==> config.mk <==
export PLATFORM = sky130hd
export DESIGN_NAME = pair_cmp_toggle
export DESIGN_NICKNAME = d
export VERILOG_FILES = /design/src/rtl/pair_cmp_toggle.sv
export SDC_FILE = /design/constraint.sdc
export NUM_CORES = 1
export LEC_CHECK = 0
export CORE_MARGIN = 10
export CORE_UTILIZATION = 44
export DETAILED_ROUTE_END_ITERATION = 16
export GPL_TIMING_DRIVEN = 0
export PLACE_DENSITY = 0.86
export SLEW_MARGIN = 20
export SYNTH_ARGS = -nofsm -noshare
export SYNTH_HDL_FRONTEND = slang
export SYNTH_SLANG_ARGS = --single-unit
==> constraint.sdc <==
create_clock -name clk -period 4.9 [get_ports clk]
set_input_delay 0.49 -clock clk [delete_from_list [all_inputs] [get_ports clk]]
set_output_delay 0.49 -clock clk [all_outputs]
set_load 0.02 [all_outputs]
==> src/rtl/pair_cmp_toggle.sv <==
module pair_cmp_toggle #(
  parameter int WIDTH = 16
) (
  input  logic             clk,
  input  logic             rst_n,
  input  logic             cnt_en,
  input  logic             clr_on_match,
  input  logic [1:0]       mode,
  input  logic [WIDTH-1:0] cmp0,
  input  logic [WIDTH-1:0] cmp1,
  input  logic             tog_en0,
  input  logic             tog_en1,
  input  logic             ld0,
  input  logic             ld1,
  input  logic             ld_val0,
  input  logic             ld_val1,
  output logic [WIDTH-1:0] count,
  output logic             out0,
  output logic             out1
);

  localparam logic [1:0] MODE_COMBINED = 2'b01;

  logic hit0, hit1, flip0, flip1;

  assign hit0  = cnt_en && (count == cmp0);
  assign hit1  = cnt_en && (count == cmp1);
  assign flip0 = tog_en0 && hit0;
  assign flip1 = tog_en1 && ((mode == MODE_COMBINED) ? (hit0 || hit1) : hit1);

  always_ff @(posedge clk or negedge rst_n) begin
    if (!rst_n)
      count <= '0;
    else if (cnt_en)
      count <= (clr_on_match && hit0) ? '0 : count + 1'b1;
  end

  always_ff @(posedge clk or negedge rst_n) begin
    if (!rst_n) begin
      out0 <= 1'b0;
      out1 <= 1'b0;
    end else begin
      if (ld0)        out0 <= ld_val0;
      else if (flip0) out0 <= ~out0;
      if (ld1)        out1 <= ld_val1;
      else if (flip1) out1 <= ~out1;
    end
  end

  p_count_step_r1: assert property (@(posedge clk) disable iff (!rst_n)
    (cnt_en && !(clr_on_match && count == cmp0)) |=> count == $past(count) + 1'b1);

  p_count_hold_r1: assert property (@(posedge clk) disable iff (!rst_n)
    !cnt_en |=> $stable(count));

  p_clear_r5: assert property (@(posedge clk) disable iff (!rst_n)
    (cnt_en && clr_on_match && count == cmp0) |=> count == '0);

  p_out0_hold_r6: assert property (@(posedge clk) disable iff (!rst_n)
    (!ld0 && !(tog_en0 && cnt_en && count == cmp0)) |=> $stable(out0));

  p_single_flip_r4: assert property (@(posedge clk) disable iff (!rst_n)
    (!ld1 && tog_en1 && cnt_en && count == cmp0 && count == cmp1) |=> out1 != $past(out1));

  p_preset0_r7: assert property (@(posedge clk) disable iff (!rst_n)
    ld0 |=> out0 == $past(ld_val0));

  p_preset1_r7: assert property (@(posedge clk) disable iff (!rst_n)
    ld1 |=> out1 == $past(ld_val1));

endmodule

---- Yosys cells after proc, flatten, opt, wreduce, memory -nomap -nowiden ----
Cells that the tools add are included.
word-level totals
  register bits after elaboration ......... 18
  input port bits ......................... 44
  output and inout port bits .............. 18
  word-level logic and storage cells ...... 23
cells by class
  $add $sub $neg .......................... 1
  eq/ne operators ......................... 3
  mux-type cells .......................... 6
  bitwise logic cells ..................... 2
  reductions and logical operators ........ 8
operators by type and width
  cell                                                  number
  equality test 16 bit                                  2
  adder 16 x 1 -> 16 bit (second input constant)        1
  2-to-1 mux 16 bit                                     1
  logical AND 1 bit                                     5
  2-to-1 mux 1 bit                                      5
  nonzero test 2 bit                                    2
  equality test 2 x 1 -> 1 bit (second input constant)  1
  inverter 1 bit                                        2
  logical OR 1 bit                                      1

---- Longest topological paths before layout ----
Gate-level depths: netlist (run 1).
  depth in word-level cells ............... 7
  gate-level depth with buffers ........... 8
  mapped depth without buffers ............ 6

---- Worst setup path before layout (run 1) ----
Ideal clock, no wire load.
  path kind ............................... register -> register
  start point ............................. reg count[6]
  end point ............................... reg count[0]
  setup time .............................. 0.125 ns
  arrival ................................. 1.784 ns
  data required time ...................... 4.775 ns
  path slack .............................. 2.991 ns
  stages on the path, launching flop included .. 9
  path buffers ............................ 2
  period minus slack after synthesis ...... 1.909 ns
  cells stage by stage .................... dfrtp_1 buf_4 inv_1 a221o_1 nor4_4 and4_1 buf_4 nor2_1 mux2_2
between the ends
  longest elaborated chain between the ends .. 4
RTL lines
  what                    RTL line  source
  from (decl)             17        output logic [WIDTH-1:0] count,
  from (signal assigned)  35        count <= (clr_on_match && hit0) ? '0 : count + 1'b1;
  equality test 16 bit    26        assign hit0 = cnt_en && (count == cmp0);
  logical AND 1 bit       26
  logical AND 1 bit       35
  2-to-1 mux 16 bit       35
Every way passes these cells.
A chain may end at the register's enable or synchronous reset.

---- Worst setup path in the final report (run 1) ----
  start point ............................. in cmp0[11]
  end point ............................... reg count[11]
between the ends
  longest elaborated chain between the ends .. 4
RTL lines
  what                  RTL line  source
  from (decl)           9         input logic [WIDTH-1:0] cmp0,
  equality test 16 bit  26
  logical AND 1 bit     26
  logical AND 1 bit     35
  2-to-1 mux 16 bit     35
Every way passes these cells.

==> results of run 1 <==
## critical path, delay by kind of cell
kind	cells	cell delay (ns)
and+or+nand+nor	3	0.65
AOI/OAI and AO/OA	1	0.18
buffers and inverters	3	0.81
xor gates and xnor gates	1	0.22
## per-stage QoR
| stage | cells | hold WS, ns | utilization | area [um2] |
|---|---|---|---|---|
| floorplan | 143 | 0.194 | - | 1290 |
| global placement | 234 | 0.558 | 0.694 | 1930 |
| detailed placement | 234 | 0.576 | 0.694 | 1930 |
| CTS | 238 | 0.585 | 0.707 | 1970 |
| global route | 238 | 0.620 | 0.707 | 1970 |
| finish | 238 | 0.593 | 0.707 | 1970 |
## routing by layer
layer	track usage	vias to the layer above
met5	0	-
met4	0.0476	0
met3	0.0598	6
met2	0.236	57
met1	0.186	593
li1	-	608
## how the worst max path moves through the flow
stage               depth (start not counted)   endpoint
finish                                      8  count[11]
global route                                8  count[13]
CTS                                         8  count[10]
detailed placement                          8  count[10]
global placement                            8  count[11]
floorplan                                   8   count[0]
## sequential cells by signal, indices dropped and copies added (netlist names)
register and flops:
out0 1, out1 1, count 16
## power by group
group          switching [mW]  internal (mW)
clock network          0.0491         0.0452
logic                   0.132          0.145
registers              0.0488          0.176
## cell usage in the layout, fill, tap and decap left out
cell type,Yosys,final
o221ai_1,1,1
nand2_1,7,7
nor4_4,1,1
and3_1,2,2
a22o_1,1,1
o22ai_1,2,2
o21a_1,1,1
nor2b_1,4,4
nor4_2,1,1
and2_1,1,1
clkdlybuf4s50_1,0,60
o21ai_0,2,2
clkbuf_1,4,4
inv_2,2,2
clkbuf_8,0,1
nand3_1,5,5
ha_1,1,1
inv_1,4,4
o211ai_1,2,2
clkbuf_4,0,3
mux2_2,1,1
a22oi_1,1,1
a221o_1,1,1
dfrtp_1,18,18
and4_1,3,3
nor4_1,1,1
buf_4,2,2
xnor2_1,24,24
nand4_1,11,11
buf_2,2,2
nor2_1,20,20
xor2_1,18,18
## area by class of cell
| type | instances | area (um2) | area share |
|---|---|---|---|
| multi-input combinational | 111 | 777 | 0.395 |
| timing repair buffer | 60 | 601 | 0.306 |
| sequential | 18 | 450 | 0.229 |
| buffer | 8 | 40.0 | 0.0204 |
| tap | 31 | 38.8 | 0.0197 |
| clock buffer | 4 | 36.3 | 0.0185 |
| inverter | 6 | 22.5 | 0.0115 |
## logic make-up (layout without fill, tap and decap cells)
| kind of cell | after synthesis | in the layout | synth area share |
|---|---|---|---|
| AND/OR/NAND/NOR | 56 | 56 | 0.237 |
| XOR/XNOR | 42 | 42 | 0.285 |
| flip-flops | 18 | 18 | 0.349 |
| buffers and inverters | 14 | 78 | 0.0485 |
| AO/OA/AOI/OAI | 11 | 11 | 0.0621 |
| adder cells (fa/ha/maj) | 1 | 1 | 0.00970 |
| multiplexers | 1 | 1 | 0.00873 |
==> summary.md, run 1 <==
| Metric | Value |
|---|---|
| Status | `finished, final reports clean` |
| Number of hold-repair buffers added at the cts stage | `0` |
| Register area share after synthesis | `0.349` |
| Number of global-route vias before repair | `approximately 1400` |
| Final wirelength | `4080 um` |
| Library cell with the highest instance count after synthesis | `xnor2_1` |
| Met2 wire len | `1850 um` |
| Worst endpoint data arrival time | `2.35 ns` |
| X dimension of the die | `74.1 um` |
| Critical Path Start Type | `primary input` |
| Filler instances | `221` |
| Total CTS buffers | `3` |
| Dominant cell type by area after synthesis | `dfrtp_1` |
| Detailed-route wire length on metal 1 | `1780 um` |
| Time the final worst path needs with I/O delays and setup | `2.16 ns` |
| Post-CTS setup buffer count | `0` |
| CTS tree | `yes` |
| Number of flops mapped to enable cells by yosys | `0` |
| Violation count after the first detailed-route iteration | `89` |
| Required time of the critical path | `5.09 ns` |
| Reg2Reg Depth | `8` |
| Worst slew pin tran | `around 0.85 ns` |
| Number of clock sinks seen by CTS | `18` |
| Count of cells resized by post-cts repair | `0` |
| Setup-violating endpoint count in the final report | `0` |
| Hold EP | `count[1]` |
| Post-Synthesis Net Count | `around 190` |
| Proportion of register bits with asynchronous set or reset after synthesis | `1.00` |
| Worst-case vdd ir drop | `0.348 mV` |
| # IOs | `62` |
| Leakage power total | `0.778 nW` |
| Vias | `1264` |
| Minimum setup slack in the final design | `2.74 ns` |
| Max Cap Violations | `0` |
| Maximum clock rate | `462 MHz` |
| Predominant post-synthesis flop cell | `dfrtp_1` |
| Clk_skew | `0.00474 ns` |
| Overall track demand over capacity in global routing | `0.151` |
| Synth cell count leaders | `xnor2_1, nor2_1, dfrtp_1, xor2_1, nand4_1` |
| HPWL Detailed | `3380 um` |
| CP Max Fanout | `10` |
| Total negative slack | `0 ns` |
| Share of post-route cells with drive strength above 1 | `0.0628` |
| Sum of overflow across all layers after global routing | `0` |
| Area of the core | `approximately 0.0028 mm2` |
| Effective utilization at floorplan | `0.464` |
| Launch instance of the worst register-to-register path | `count[11]` |
| Startpoint-to-endpoint class of the critical path | `in2reg` |
| Number of synthesized register bits | `18` |
| Pin count of the biggest net entering global routing | `19` |
| Max Slew Vio Count | `0` |
| Count of endpoints failing hold in the final timing report | `0` |
| Worst path slowest cell | `clkdlybuf4s50_1` |
| RD Place Congestion | `around 0.92` |
| Insertion delay to the later sink of the worst-skew pair | `0.29 ns` |
| Worst reg-to-reg setup slack | `~2.8 ns` |
| Number of standard cells after synthesis | `about 140` |
| Critical path capture point type | `flop` |
| Area enclosed by the die boundary | `0.00550 mm2` |
| Worst-path clk slew | `about 0.11 ns` |
| Residual DRC | `0` |
| Root Driver | `clkbuf_4` |
| Max incr delay on CP | `0.42 ns` |
| N_diodes | `0` |
| Number of antenna violations at the first check in global routing | `0` |
| Top routing layer in use | `met4` |
| Synth unique cells | `29` |
| Vias per std cell | `5.31` |
| Most area-consuming cells after synthesis | `dfrtp_1, xnor2_1, xor2_1` |
| Tot Pwr | `a little under 0.6 mW` |
| DIE HEIGHT | `74.1 um` |
| Power per standard cell area | `303 mW/mm2` |
| Minimum setup slack after placement | `~2.4 ns` |
| Worst relative slew slack | `0.428` |
| First-pass DRT Iterations | `4` |
| Worst min-delay path startpoint | `cnt_en` |
| Final critical-path share of the clock period | `0.442` |
| Synth Warn # | `0` |
| WL/cell | `around 17 um` |
| Crit Reg-Reg Endpoint | `count[11]` |
| First-pass GRT wire length | `between 6000 and 7000 um` |
| Antenna violation net count after detailed routing | `0` |
| Worst Hold Path Cells | `3` |
| Count of buffers inserted at the top-level ports | `60` |
| Setup repair after global routing missed its margin | `no` |
| Post-Syn Area | `0.00129 mm2` |
| Met3 Routed Length | `396 um` |
| Worst path cell trace | `clkdlybuf4s50_1 > xnor2_1 > o221ai_1 > nor4_2 > and4_1 > buf_4 > buf_2 > nor2_1` |
| Worst setup startpoint | `cmp0[11]` |
| Maximum clock path buffer count | `2` |
| Synthesized area divided by synthesized cell count | `about 9 um2` |
| Portion of synthesized cell area occupied by the leading cell type | `0.349` |
| Final net count | `approximately 250` |
| H-tree Lvls | `1` |
| Type of the worst min-delay path | `in2reg` |
| Signed area change from the synthesized netlist to the final layout | `52.4%` |
| Number of cell rows | `19` |
Power figures use the tool's default switching activity.
==> inputs of run 2 (changes only) <==
- CORE_UTILIZATION: 44 -> 41
- PLACE_DENSITY: 0.86 -> 0.81
- clock period: 4.9 -> 2.1 ns (I/O delays scaled with it)
==> summary.md, run 2 (synthesis gave the netlist of run 1 again) <==
| Metric | Value |
|---|---|
| Top routing layer in use | `met4` |
| Worst relative slew slack | `0.453` |
| Fin Hold WS | `between 0.3 and 0.4 ns` |
| Worst-case vdd ir drop | `around 0.5 mV` |
| Max Cap Violations | `0` |
| Biggest regs | `count x16, out0 x1, out1 x1` |
| Violation count after the first detailed-route iteration | `52` |
| Most frequent cells in the layout | `clkdlybuf4s50_1, xnor2_1, nor2_1` |
| Minimum setup slack in the final design | `approximately 0.059 ns` |
| Met3 Routed Length | `between 100 and 150 um` |
| Critical path capture point type | `flop` |
| Minimum setup slack after placement | `-0.127 ns` |
| Max Slew Vio Count | `0` |
| N_diodes | `0` |
| Maximum clock rate | `490 MHz` |
| Flip-flop count of the largest register, all copies and words added | `16` |
| X dimension of the die | `76.1 um` |
| Sum of overflow across all layers after global routing | `0` |
| DP Cell Count | `247` |
| RD Place Congestion | `just under 0.9` |
| Final critical-path share of the clock period | `0.972` |
| Startpoint-to-endpoint class of the critical path | `reg2reg` |
| Top delay family on crit path | `simple AND/OR/NAND/NOR gates` |
| Setup-violating endpoint count in the final report | `0` |
| Sequential cell area in the final layout | `453 um2` |
| Number of global-route vias before repair | `1301` |
| Filler instances | `240` |
| CTS tree | `yes` |
| Status | `finished, final reports clean` |
| Detailed-route wire length on metal 1 | `about 1700 um` |
| WL/cell | `15.9 um` |
| Root Driver | `clkbuf_4` |
| Most common library cell in the layout ignoring fill and taps | `clkdlybuf4s50_1` |
| Non-Filler Instances | `257` |
| Type of the worst min-delay path | `in2reg` |
| Vias per std cell | `slightly below 5` |
| Placed standard-cell area | `0.00195 mm2` |
| Total CTS buffers | `3` |
| Pin count of the biggest net entering global routing | `19` |
| Maximum clock path buffer count | `2` |
| Required time of the critical path | `2.28 ns` |
| DIE HEIGHT | `~76 um` |
| Worst endpoint data arrival time | `2.22 ns` |
| Leakage power total | `0.806 nW` |
| Worst path cell trace | `buf_6 > inv_1 > a221o_1 > nor4_4 > and4_1 > buf_6 > nor2_1 > mux2_2` |
| HPWL Detailed | `between 3000 and 4000 um` |
| Area of the core | `0.00303 mm2` |
| Power per standard cell area | `between 600 and 700 mW/mm2` |
| Final Cell Area | `0.00203 mm2` |
| Signed area change from the synthesized netlist to the final layout | `57.6%` |
| Clk_skew | `0.00432 ns` |
| Max incr delay on CP | `roughly 0.37 ns` |
| Antenna violation net count after detailed routing | `0` |
| Number of antenna violations at the first check in global routing | `0` |
| Crit path buffers/inverters | `3` |
| Time the final worst path needs with I/O delays and setup | `approximately 2.0 ns` |
| Effective utilization at floorplan | `0.426` |
| Area enclosed by the die boundary | `approximately 0.0058 mm2` |
| # IOs | `62` |
| Worst slew pin tran | `0.818 ns` |
| Area used by multi-input combinational logic | `777 um2` |
| Largest register by flop count | `count` |
| Critical Path Start Type | `flop` |
| Share of post-route cells with drive strength above 1 | `0.0986` |
| Final net count | `260` |
| Number of cell rows | `20` |
| Overall track demand over capacity in global routing | `0.135` |
| First-pass DRT Iterations | `4` |
| Number of hold-repair buffers added at the cts stage | `0` |
| Worst-path clk slew | `approximately 0.10 ns` |
| Vias | `between 1000 and 1500` |
| CP Max Fanout | `7` |
| Insertion delay to the later sink of the worst-skew pair | `0.29 ns` |
| Worst path slowest cell | `dfrtp_1` |
| Met2 wire len | `2110 um` |
| Residual DRC | `0` |
| Count of buffers inserted at the top-level ports | `60` |
| First-pass GRT wire length | `6440 um` |
| Library cell appearing most often on the critical path | `buf_6` |
| Final wirelength | `4090 um` |
| H-tree Lvls | `1` |
| Number of clock sinks seen by CTS | `18` |
| Count of endpoints failing hold in the final timing report | `0` |
-- run 2: cell types whose count changed in the layout (fill, tap and decap cells not counted) --
cell | previous run | this run
clkbuf_8 | 1 | 0
buf_2 | 2 | 1
clkbuf_4 | 3 | 4
buf_4 | 2 | 7
dfrtp_2 | 0 | 2
buf_6 | 0 | 2
dfrtp_1 | 18 | 16
-- run 2: worst paths after layout --
kind | startpoint | end | slack [ns] | depth (start not counted)
min in group asynchronous | rst_n | count[11] | 0.38 | 1
worst max register to register | count[6] | count[0] | 0.06 | 8
worst min-delay path | cnt_en | count[1] | 0.33 | 3
worst max-delay path | count[6] | count[0] | 0.06 | 8
worst min register to register | out1 | out1 | 0.60 | 2
max in group asynchronous | rst_n | count[0] | 1.15 | 1
-- run 2: power by group --
part	internal (mW)	switching (mW)	total, mW
Sequential	0.415	0.114	0.529
Combinational	0.375	0.311	0.686
Clock	0.0667	0.0988	0.165
Total	0.857	0.525	1.38
-- run 2: layout make-up --
type / instances / share of cell area
plain buffers: 8 / 0.0246
clock buffers: 3 / 0.0111
inverters: 6 / 0.0111
multi-input cells: 111 / 0.382
flip-flops and latches: 18 / 0.223
well taps: 44 / 0.0271
repair buffers: 67 / 0.321
-- run 2: routing by layer --
| metal | up-vias | GRT usage |
|---|---|---|
| met2 | 31 | 0.229 |
| met4 | 0 | 0.0688 |
| li1 | 626 | - |
| met5 | - | 0 |
| met1 | 586 | 0.161 |
| met3 | 6 | 0.0212 |
-- run 2: metrics by stage --
stage / total power, mW / util / setup TNS, ns
global placement: 1.15 / 0.643 / -0.310
detailed placement: 1.17 / 0.643 / -1.20
floorplan: 0.861 / - / 0
finish: 1.38 / 0.671 / 0
global route: 1.47 / 0.671 / -0.0561
CTS: 1.33 / 0.650 / 0
-- run 2: worst min-delay path: cells and delay by family --
kind / cells / cell delay (ns)
and+or+nand+nor: 1 / 0.12
AOI/OAI and AO/OA: 1 / 0.06
buffers and inverters: 1 / 0.19
-- run 2: what timing repair did --
item / CTS / global route
setup endpoints to repair: 0 / 11
setup buffers: 0 / 7
endpoints found under the hold margin: 0 / 0
gates resized for setup: 0 / 5
==> inputs of run 3 (changes only) <==
- RECOVER_POWER: not set -> 100
==> summary.md, run 3 (synthesis gave the netlist of run 1 again) <==
| Metric | Value |
|---|---|
| Status | `finished, final reports clean` |
| Final Cell Area | `0.00203 mm2` |
| Final wirelength | `roughly 4100 um` |
| DIE HEIGHT | `76.1 um` |
| Effective utilization at floorplan | `0.426` |
| Vias | `between 1000 and 1500` |
| CTS tree | `yes` |
| Insertion delay to the later sink of the worst-skew pair | `between 0.2 and 0.3 ns` |
| Max Cap Violations | `0` |
| First-pass DRT Iterations | `4` |
| Signed area change from the synthesized netlist to the final layout | `57.6%` |
| # IOs | `between 60 and 70` |
| Library cell appearing most often on the critical path | `buf_6` |
| Count of buffers inserted at the top-level ports | `60` |
| Worst-case vdd ir drop | `0.485 mV` |
| Number of antenna violations at the first check in global routing | `0` |
| X dimension of the die | `76.1 um` |
| Routing usage on met1 | `0.161` |
| Met2 usage | `0.229` |
| Worst path slowest cell | `dfrtp_1` |
| Vias per std cell | `4.87` |
| Max Slew Vio Count | `0` |
| Top delay family on crit path | `simple AND/OR/NAND/NOR gates` |
| Biggest regs | `count x16, out0 x1, out1 x1` |
| Critical path capture point type | `flop` |
| Area of the core | `0.00303 mm2` |
| H-tree Lvls | `1` |
| Maximum clock path buffer count | `2` |
| Root Driver | `clkbuf_4` |
| Worst-path clk slew | `0.10 ns` |
| Number of cell rows | `20` |
| Peak-usage layer in the global routing report | `met2` |
| Placed standard-cell area | `0.00195 mm2` |
| Count of endpoints failing hold in the final timing report | `0` |
| Largest register by flop count | `count` |
| Clk_skew | `0.00478 ns` |
| Final critical-path share of the clock period | `0.970` |
| Most frequent cells in the layout | `clkdlybuf4s50_1, xnor2_1, nor2_1` |
| RD Place Congestion | `0.881` |
| Worst endpoint data arrival time | `2.21 ns` |
| Crit path buffers/inverters | `3` |
| Number of global-route vias before repair | `roughly 1300` |
| Violation count after the first detailed-route iteration | `53` |
| Pin count of the biggest net entering global routing | `19` |
| Most common library cell in the layout ignoring fill and taps | `clkdlybuf4s50_1` |
| Area enclosed by the die boundary | `0.00579 mm2` |
| Setup-violating endpoint count in the final report | `0` |
| HPWL Detailed | `3300 um` |
| First-pass GRT wire length | `6440 um` |
| Critical Path Start Type | `flop` |
| Power per standard cell area | `between 600 and 700 mW/mm2` |
| Share of post-route cells with drive strength above 1 | `0.0986` |
| Worst slew pin tran | `0.824 ns` |
| Final net count | `between 200 and 300` |
| Number of clock sinks seen by CTS | `18` |
| N_diodes | `0` |
| Flip-flop count of the largest register, all copies and words added | `16` |
| Time the final worst path needs with I/O delays and setup | `a little over 2 ns` |
| Total negative slack | `0 ns` |
| Startpoint-to-endpoint class of the critical path | `reg2reg` |
| Worst relative slew slack | `0.449` |
| Leakage power total | `0.841 nW` |
| Worst path cell trace | `buf_6 > inv_1 > a221o_1 > nor4_4 > and4_1 > buf_6 > nor2_1 > mux2_2` |
| Residual DRC | `0` |
| Max incr delay on CP | `0.36 ns` |
| Required time of the critical path | `around 2.3 ns` |
| Overall track demand over capacity in global routing | `0.135` |
| WL/cell | `approximately 16 um` |
| Maximum clock rate | `a little under 500 MHz` |
| Sum of overflow across all layers after global routing | `0` |
| Util after Layout | `0.671` |
| Antenna violation net count after detailed routing | `0` |
| Type of the worst min-delay path | `in2reg` |
| CP Max Fanout | `7` |
| Total CTS buffers | `3` |
| Met3 capacity usage during global routing | `0.0212` |
-- run 3: cell count changes in the layout (fill, tap and decap cells not counted), sizes merged --
cell / previous run / this run
clkdlybuf4s50: 60 / 41
dlygate4sd3: 0 / 19
-- run 3: through the flow --
| step | setup slack (ns) | hold WS (ns) | total power, mW | cells |
|---|---|---|---|---|
| floorplan | 0.191 | -0.0856 | 0.861 | 143 |
| global placement | -0.0450 | 0.562 | 1.15 | 247 |
| detailed placement | -0.127 | 0.573 | 1.17 | 247 |
| CTS | 0.0260 | 0.320 | 1.33 | 250 |
| global route | -0.0306 | 0.374 | 1.44 | 257 |
| finish | 0.0640 | 0.326 | 1.36 | 257 |
-- run 3: path summary, 6_finish.rpt --
| path | from | end | slack (ns) | cells after the start |
|---|---|---|---|---|
| worst max-delay path | count[6] | count[0] | 0.06 | 8 |
| worst min-delay path | cnt_en | count[1] | 0.33 | 3 |
| worst max register to register | count[6] | count[0] | 0.06 | 8 |
| worst min register to register | out1 | out1 | 0.59 | 2 |
| max in group asynchronous | rst_n | count[0] | 1.08 | 1 |
| min in group asynchronous | rst_n | count[11] | 0.45 | 1 |
-- run 3: final cells by class --
cell class	count	area [um2]
inverters	6	22.5
multi-input cells	111	777
clock buffers	3	22.5
repair buffers	67	653
flip-flops and latches	18	453
fillers	240	995
plain buffers	8	50.0
well taps	44	55.1
-- run 3: what timing repair did --
item / CTS / global route
gates resized for setup: 0 / 5
hold buffers: 0 / 0
setup endpoints to repair: 0 / 11
buffers inserted: 0 / 7
-- run 3: tightest hold or removal path: stages --
cell and delay [ns]:
clkbuf_1 0.19, nand2_1 0.12, o22ai_1 0.06
-- run 3: where the power goes --
part / internal (mW) / switching [mW] / total, mW
clock: 0.0667 / 0.0991 / 0.166
sequential: 0.415 / 0.112 / 0.527
combinational: 0.351 / 0.311 / 0.662
total: 0.833 / 0.522 / 1.36
-- run 3: routing by layer --
metal,routed length (um),vias up
met5,0,-
li1,-,627
met4,97,0
met3,142,6
met2,2110,29
met1,1740,590
